### config.mk
export PLATFORM = sky130hd
export DESIGN_NAME = eprom_rd_ctrl
export DESIGN_NICKNAME = d
export VERILOG_FILES = /design/src/rtl/eprom_rd_pkg.sv /design/src/rtl/eprom_rd_timer.sv /design/src/rtl/eprom_rd_ce_dec.sv /design/src/rtl/eprom_rd_ctrl.sv
export SDC_FILE = /design/constraint.sdc
export NUM_CORES = 1
export LEC_CHECK = 0
export BUFFER_PORTS_ARGS = -buffer_cell sky130_fd_sc_hd__buf_2
export CORE_UTILIZATION = 44
export CTS_CLUSTER_SIZE = 16
export DETAILED_ROUTE_END_ITERATION = 7
export GPL_TIMING_DRIVEN = 0
export PLACE_DENSITY = 0.79
export SLEW_MARGIN = 20
export SYNTH_ARGS = -nofsm -noshare
export SYNTH_HDL_FRONTEND = slang
export SYNTH_SLANG_ARGS = --single-unit
### constraint.sdc
create_clock -name clk -period 1.43 [get_ports clk]
set_input_delay 0.2145 -clock clk [delete_from_list [all_inputs] [get_ports clk]]
set_output_delay 0.2145 -clock clk [all_outputs]
set_load 0.02 [all_outputs]
### src/rtl/eprom_rd_pkg.sv
package eprom_rd_pkg;

   typedef enum logic [1:0] {
      ST_IDLE   = 2'd0,
      ST_FLOAT  = 2'd1,
      ST_ACCESS = 2'd2
   } rd_state_e;

   // access times per speed grade, in ns
   function automatic int t_addr_ns(input int grade);
      case (grade)
         0:       return 55;
         1:       return 100;
         default: return 150;
      endcase
   endfunction

   function automatic int t_oe_ns(input int grade);
      case (grade)
         0:       return 30;
         1:       return 50;
         default: return 60;
      endcase
   endfunction

   function automatic int t_float_ns(input int grade);
      case (grade)
         0, 1:    return 30;
         default: return 50;
      endcase
   endfunction

   // ceiling of cycles covering t_ns, plus one sampling cycle
   function automatic int wait_cycles(input int t_ns, input int clk_mhz);
      return (t_ns * clk_mhz + 999) / 1000 + 1;
   endfunction

endpackage

### src/rtl/eprom_rd_timer.sv
module eprom_rd_timer #(
   parameter int CNT_W = 4
) (
   input  logic             clk,
   input  logic             rst_n,
   input  logic             clr,
   input  logic             en,
   output logic [CNT_W-1:0] cnt
);

   always_ff @(posedge clk or negedge rst_n) begin
      if (!rst_n)   cnt <= '0;
      else if (clr) cnt <= '0;
      else if (en)  cnt <= cnt + 1'b1;
   end

endmodule

### src/rtl/eprom_rd_ce_dec.sv
module eprom_rd_ce_dec #(
   parameter int NUM_DEV = 4,
   parameter int SEL_W   = 2
) (
   input  logic               en,
   input  logic [SEL_W-1:0]   sel,
   output logic [NUM_DEV-1:0] ce_n
);

   for (genvar g = 0; g < NUM_DEV; g++) begin : g_dev
      assign ce_n[g] = !(en && (sel == SEL_W'(g)));
   end

endmodule

### src/rtl/eprom_rd_ctrl.sv
module eprom_rd_ctrl
   import eprom_rd_pkg::*;
#(
   parameter int NUM_DEV     = 4,
   parameter int DEV_ADDR_W  = 18,
   parameter int DATA_W      = 8,
   parameter int CLK_MHZ     = 250,
   parameter int SPEED_GRADE = 0,
   localparam int SEL_W      = (NUM_DEV > 1) ? $clog2(NUM_DEV) : 1,
   localparam int ADDR_W     = DEV_ADDR_W + SEL_W
) (
   input  logic               clk,
   input  logic               rst_n,
   input  logic               req_valid_i,
   output logic               req_ready_o,
   input  logic [ADDR_W-1:0]  req_addr_i,
   output logic               rsp_valid_o,
   output logic [DATA_W-1:0]  rsp_data_o,
   output logic [DEV_ADDR_W-1:0] mem_addr_o,
   output logic [NUM_DEV-1:0] mem_ce_n_o,
   output logic               mem_oe_n_o,
   input  logic [DATA_W-1:0]  mem_data_i
);

   localparam int ACC_CYC = wait_cycles(t_addr_ns(SPEED_GRADE), CLK_MHZ);
   localparam int OE_CYC  = wait_cycles(t_oe_ns(SPEED_GRADE), CLK_MHZ);
   localparam int FLT_CYC = wait_cycles(t_float_ns(SPEED_GRADE), CLK_MHZ);
   localparam int OE_DLY  = ACC_CYC - OE_CYC;
   localparam int CNT_MAX = (ACC_CYC > FLT_CYC) ? ACC_CYC : FLT_CYC;
   localparam int CNT_W   = $clog2(CNT_MAX + 1);
   localparam logic [CNT_W-1:0] ACC_LAST = CNT_W'(ACC_CYC - 1);
   localparam logic [CNT_W-1:0] FLT_LAST = CNT_W'(FLT_CYC - 1);
   localparam logic [CNT_W-1:0] OE_HIT   = CNT_W'((OE_DLY > 0) ? OE_DLY - 1 : 0);
   localparam logic OE_LATE = (OE_DLY > 0);

   // elaboration checks
   if (NUM_DEV < 2 || (1 << SEL_W) != NUM_DEV) begin : g_bad_ndev
      $error("NUM_DEV must be a power of two, at least 2");
   end
   if (SPEED_GRADE < 0 || SPEED_GRADE > 2) begin : g_bad_grade
      $error("SPEED_GRADE must be 0, 1 or 2");
   end
   if (OE_CYC > ACC_CYC) begin : g_bad_oe
      $error("output enable wait exceeds address wait");
   end
   if (DATA_W < 1 || DEV_ADDR_W < 1 || CLK_MHZ < 1) begin : g_bad_w
      $error("widths and clock must be positive");
   end

   rd_state_e            state_q, state_d;
   logic [SEL_W-1:0]     sel_q, sel_d;
   logic                 ce_en_q, ce_en_d;
   logic                 oe_n_q, oe_n_d;
   logic [DEV_ADDR_W-1:0] addr_q, addr_d;
   logic                 rsp_v_q, rsp_v_d;
   logic [DATA_W-1:0]    rsp_data_q, rsp_data_d;
   logic [NUM_DEV-1:0]   ce_n_q, ce_n_d;
   logic                 tmr_clr, tmr_en;
   logic [CNT_W-1:0]     cnt;
   logic [SEL_W-1:0]     req_sel;

   assign req_sel = req_addr_i[ADDR_W-1 -: SEL_W];

   eprom_rd_timer #(.CNT_W(CNT_W)) timer_i (
      .clk   (clk),
      .rst_n (rst_n),
      .clr   (tmr_clr),
      .en    (tmr_en),
      .cnt   (cnt)
   );

   eprom_rd_ce_dec #(.NUM_DEV(NUM_DEV), .SEL_W(SEL_W)) dec_i (
      .en   (ce_en_d),
      .sel  (sel_d),
      .ce_n (ce_n_d)
   );

   always_comb begin
      state_d    = state_q;
      sel_d      = sel_q;
      ce_en_d    = ce_en_q;
      oe_n_d     = oe_n_q;
      addr_d     = addr_q;
      rsp_v_d    = 1'b0;
      rsp_data_d = rsp_data_q;
      tmr_clr    = 1'b0;
      tmr_en     = 1'b0;
      unique case (state_q)
         ST_IDLE: begin
            if (req_valid_i) begin
               addr_d  = req_addr_i[DEV_ADDR_W-1:0];
               sel_d   = req_sel;
               tmr_clr = 1'b1;
               if (ce_en_q && (req_sel != sel_q)) begin
                  ce_en_d = 1'b0;
                  state_d = ST_FLOAT;
               end else begin
                  ce_en_d = 1'b1;
                  oe_n_d  = OE_LATE;
                  state_d = ST_ACCESS;
               end
            end
         end
         ST_FLOAT: begin
            tmr_en = 1'b1;
            if (cnt == FLT_LAST) begin
               tmr_clr = 1'b1;
               ce_en_d = 1'b1;
               oe_n_d  = OE_LATE;
               state_d = ST_ACCESS;
            end
         end
         ST_ACCESS: begin
            tmr_en = 1'b1;
            if (OE_LATE && cnt == OE_HIT) oe_n_d = 1'b0;
            if (cnt == ACC_LAST) begin
               rsp_v_d    = 1'b1;
               rsp_data_d = mem_data_i;
               oe_n_d     = 1'b1;
               state_d    = ST_IDLE;
            end
         end
         default: state_d = ST_IDLE;
      endcase
   end

   always_ff @(posedge clk or negedge rst_n) begin
      if (!rst_n) begin
         state_q    <= ST_IDLE;
         sel_q      <= '0;
         ce_en_q    <= 1'b0;
         oe_n_q     <= 1'b1;
         addr_q     <= '0;
         rsp_v_q    <= 1'b0;
         rsp_data_q <= '0;
         ce_n_q     <= '1;
      end else begin
         state_q    <= state_d;
         sel_q      <= sel_d;
         ce_en_q    <= ce_en_d;
         oe_n_q     <= oe_n_d;
         addr_q     <= addr_d;
         rsp_v_q    <= rsp_v_d;
         rsp_data_q <= rsp_data_d;
         ce_n_q     <= ce_n_d;
      end
   end

   assign req_ready_o = (state_q == ST_IDLE);
   assign rsp_valid_o = rsp_v_q;
   assign rsp_data_o  = rsp_data_q;
   assign mem_addr_o  = addr_q;
   assign mem_ce_n_o  = ce_n_q;
   assign mem_oe_n_o  = oe_n_q;

endmodule

==> impl_metrics.env <==
export IMPL_max_freq_ghz=0.696
export IMPL_syn2layout_area_growth_pct=33.4
export IMPL_n_antenna_cell=0
export IMPL_drive_gt1_share_pct=52.3
export IMPL_postRouteAntennaNets=0
export IMPL_critPathMaxFanout=6
export IMPL_num_rows=22
export IMPL_pin_count=64
export IMPL_status="complete, but fails checks"
export IMPL_syn_nets=183
export IMPL_syn_inst=145
export IMPL_p_per_area_mw_per_mm2=2180
export IMPL_clock_power_share_pct=15.1
export IMPL_maxSlewViolCount=0
export IMPL_dp_hpwl_microns=2620
export IMPL_ys_types=30
export IMPL_grt_pass1_wl_microns=6300
export IMPL_clk_latency_ns=0.29
export IMPL_layout_nets=257
export IMPL_synth_edf_count=0
export IMPL_clkSinkCount=41
export IMPL_switching_share_pct=38.8
export IMPL_initial_core_util_pct=47.1
export IMPL_cts_made_buffers=5
export IMPL_root_buffer="clkbuf_8"
export IMPL_gp_congestion=0.789
export IMPL_core_sq_mm=0.00374
export IMPL_drc_errors=0
export IMPL_failed_checks="negative setup slack"
export IMPL_htreeDepth=2
export IMPL_grt_max_degree=42
export IMPL_slew_headroom_pct=42.2
export IMPL_ctsHoldBuffers=0
export IMPL_route_vias_total=1341
export IMPL_grtUsageTotal_pct=19.6
export IMPL_yosys_warnings=0
export IMPL_comb_power_share_pct=47.7
export IMPL_power_frac_seq_pct=37.3
export IMPL_numPortBuffers=63
export IMPL_endpoint_kind="flip-flop"
export IMPL_setup_violations=1
export IMPL_intPower_mw=3.14
export IMPL_first_pass_iters=3
export IMPL_drt_iter0_markers=47
export IMPL_grt_pass1_vias=1495
export IMPL_hold_viol=0
export IMPL_layout_common_cells="63 x buf_2, 36 x dfrtp_1, 26 x nand2_1, 18 x mux2_2, 6 x clkbuf_8"
export IMPL_final_common_cell="buf_2"
export IMPL_ir_worst_vdd_uv=1290
export IMPL_final_cells=268
export IMPL_syn_mean_instance_area_sq_um=12.1
export IMPL_dpl_cell_area_sq_mm=0.00215
export IMPL_maxCapViolCount=0
export IMPL_antenna_found_initial=0
export IMPL_n_fill_cell=343
export IMPL_cp_arrival_ns=1.64
export IMPL_dieArea_sq_mm=0.00426
export IMPL_die_h_microns=65.3
export IMPL_skew_ns=0.00303
export IMPL_period_share_pct=100
export IMPL_p_sw_mw=1.99
export IMPL_ys_seq_elements=41
export IMPL_wl_microns=3620
export IMPL_start_kind="flip-flop"
export IMPL_final_area_sq_mm=0.00235
export IMPL_clock_path_buffers=2
export IMPL_synth_flop_cell="dfrtp_1"
export IMPL_ys_seq_area_share_pct=58.6
export IMPL_path_class="reg -> reg"
export IMPL_finalSetupTns_ns=-0.00576
export IMPL_viasPerCell=5.00
export IMPL_wire_per_inst_microns=13.5
export IMPL_min_path_type="in -> async"
export IMPL_synth_cell_area_sq_mm=0.00176
export IMPL_total_power_mw=5.13
export IMPL_grt_overflow=0
export IMPL_cts_tree="done"
export IMPL_async_flop_share_pct=100
export IMPL_timing_hold_ws_ns=0.0320
export IMPL_rsz0062_at_grt="true"
export IMPL_p_leak_nw=1.12
export IMPL_clkTransAtPathRegs_ns=0.08
export IMPL_placed_cells=256
export IMPL_setup_ws_ns=-0.00576
export IMPL_worst_ep_required_time_ns=1.64
export IMPL_die_w_microns=65.3
export IMPL_period_needed_ns=1.44
export IMPL_worstMarginPinSlew_ns=0.867
worst max-delay path: stages, from the launching register on:
cell	delay [ns]
dfrtp_1	0.38
inv_2	0.07
ha_4	0.18
nor2b_1	0.14
a21oi_2	0.16
a21boi_4	0.22
mux2i_1	0.22
cell families after synthesis:
kind of cell / Yosys count / share of synthesized area, %
AOI/OAI and AO/OA: 12 / 4.69
muxes: 24 / 14.9
and+or+nand+nor: 44 / 11.1
xor gates and xnor gates: 5 / 2.49
adders and majority gates: 7 / 4.97
buffers and inverters: 12 / 3.27
DFF: 41 / 58.6
routing by layer:
| metal | global-route usage, % | routed length (microns) | vias to the layer above |
|---|---|---|---|
| li1 | - | - | 640 |
| met1 | 21.8 | 1440 | 654 |
| met2 | 35.2 | 1930 | 43 |
| met3 | 6.77 | 216 | 4 |
| met4 | 5.71 | 35 | 0 |
| met5 | 0 | 0 | - |
final timing paths:
kind / startpoint / slack (ns) / endpoint / cells after the start
min: rst_n / 0.03 / mem_addr_o[15]$_DFFE_PN0P_ / 1
max: state_q[1]$_DFFE_PN0P_ / -0.006 / state_q[1]$_DFFE_PN0P_ / 6
min in group clk: mem_data_i[3] / 0.11 / rsp_data_o[3]$_DFFE_PN0P_ / 3
min reg2reg: rsp_data_o[4]$_DFFE_PN0P_ / 0.48 / rsp_data_o[4]$_DFFE_PN0P_ / 2
max reg2reg: state_q[1]$_DFFE_PN0P_ / -0.006 / state_q[1]$_DFFE_PN0P_ / 6
max in group asynchronous: rst_n / 0.85 / sel_q[1]$_DFF_PN0_ / 1
registers in the layout, summed over array words and instances (netlist names), named ones only:
name	count
mem_addr_o	18
rsp_data_o	8
mem_ce_n_o	4
timer_i.cnt	4
sel_q	2
state_q	2
mem_oe_n_o	1
rsp_valid_o	1
per-stage QoR:
| stage | setup slack, ns | util, % |
|---|---|---|
| 2_1_floorplan | 0.0373 | - |
| 3_3_place_gp | -0.108 | 57.5 |
| 3_5_place_dp | -0.173 | 57.5 |
| 4_1_cts | 0.00132 | 62.5 |
| 5_1_grt | -0.117 | 62.8 |
| 6_report | -0.00576 | 62.8 |
power groups by stage:
stage | registers [mW] | logic, mW | clock network, mW
6_report | 1.91 | 2.44 | 0.773
5_1_grt | 1.97 | 2.66 | 0.855
4_1_cts | 1.90 | 2.44 | 0.806
3_5_place_dp | 1.93 | 2.20 | 0
3_3_place_gp | 1.90 | 2.14 | 0
2_1_floorplan | 2.32 | 1.14 | 0
timing repair:
item	in CTS	in global routing
resized for setup	17	4
cloned	0	0
pin swaps	2	0
setup endpoints to repair	35	23
setup buffers	4	0
cell type report:
class,count,area [sq um],share of cell area [%]
Buffer,3,33.8,1.44
Tap cell,48,60.1,2.56
Timing Repair Buffer,67,345,14.7
Sequential cell,41,1030,43.9
Multi-Input combinational cell,92,749,31.9
Clock buffer,7,86.3,3.67
Inverter,9,35.0,1.49
Clock inverter,1,7.51,0.319
synthesized netlist by cell type, types with 3 or more instances:
cell	number	area [sq um]
dfrtp_1	36	901
dfstp_2	5	131
ha_1	7	87.6
inv_1	8	30.0
mux2_2	18	203
mux2i_1	6	60.1
nand2_1	27	101
nand3_1	5	25.0
nor2_1	5	18.8
xnor2_1	3	26.3
(Power assumes the default switching activity.)
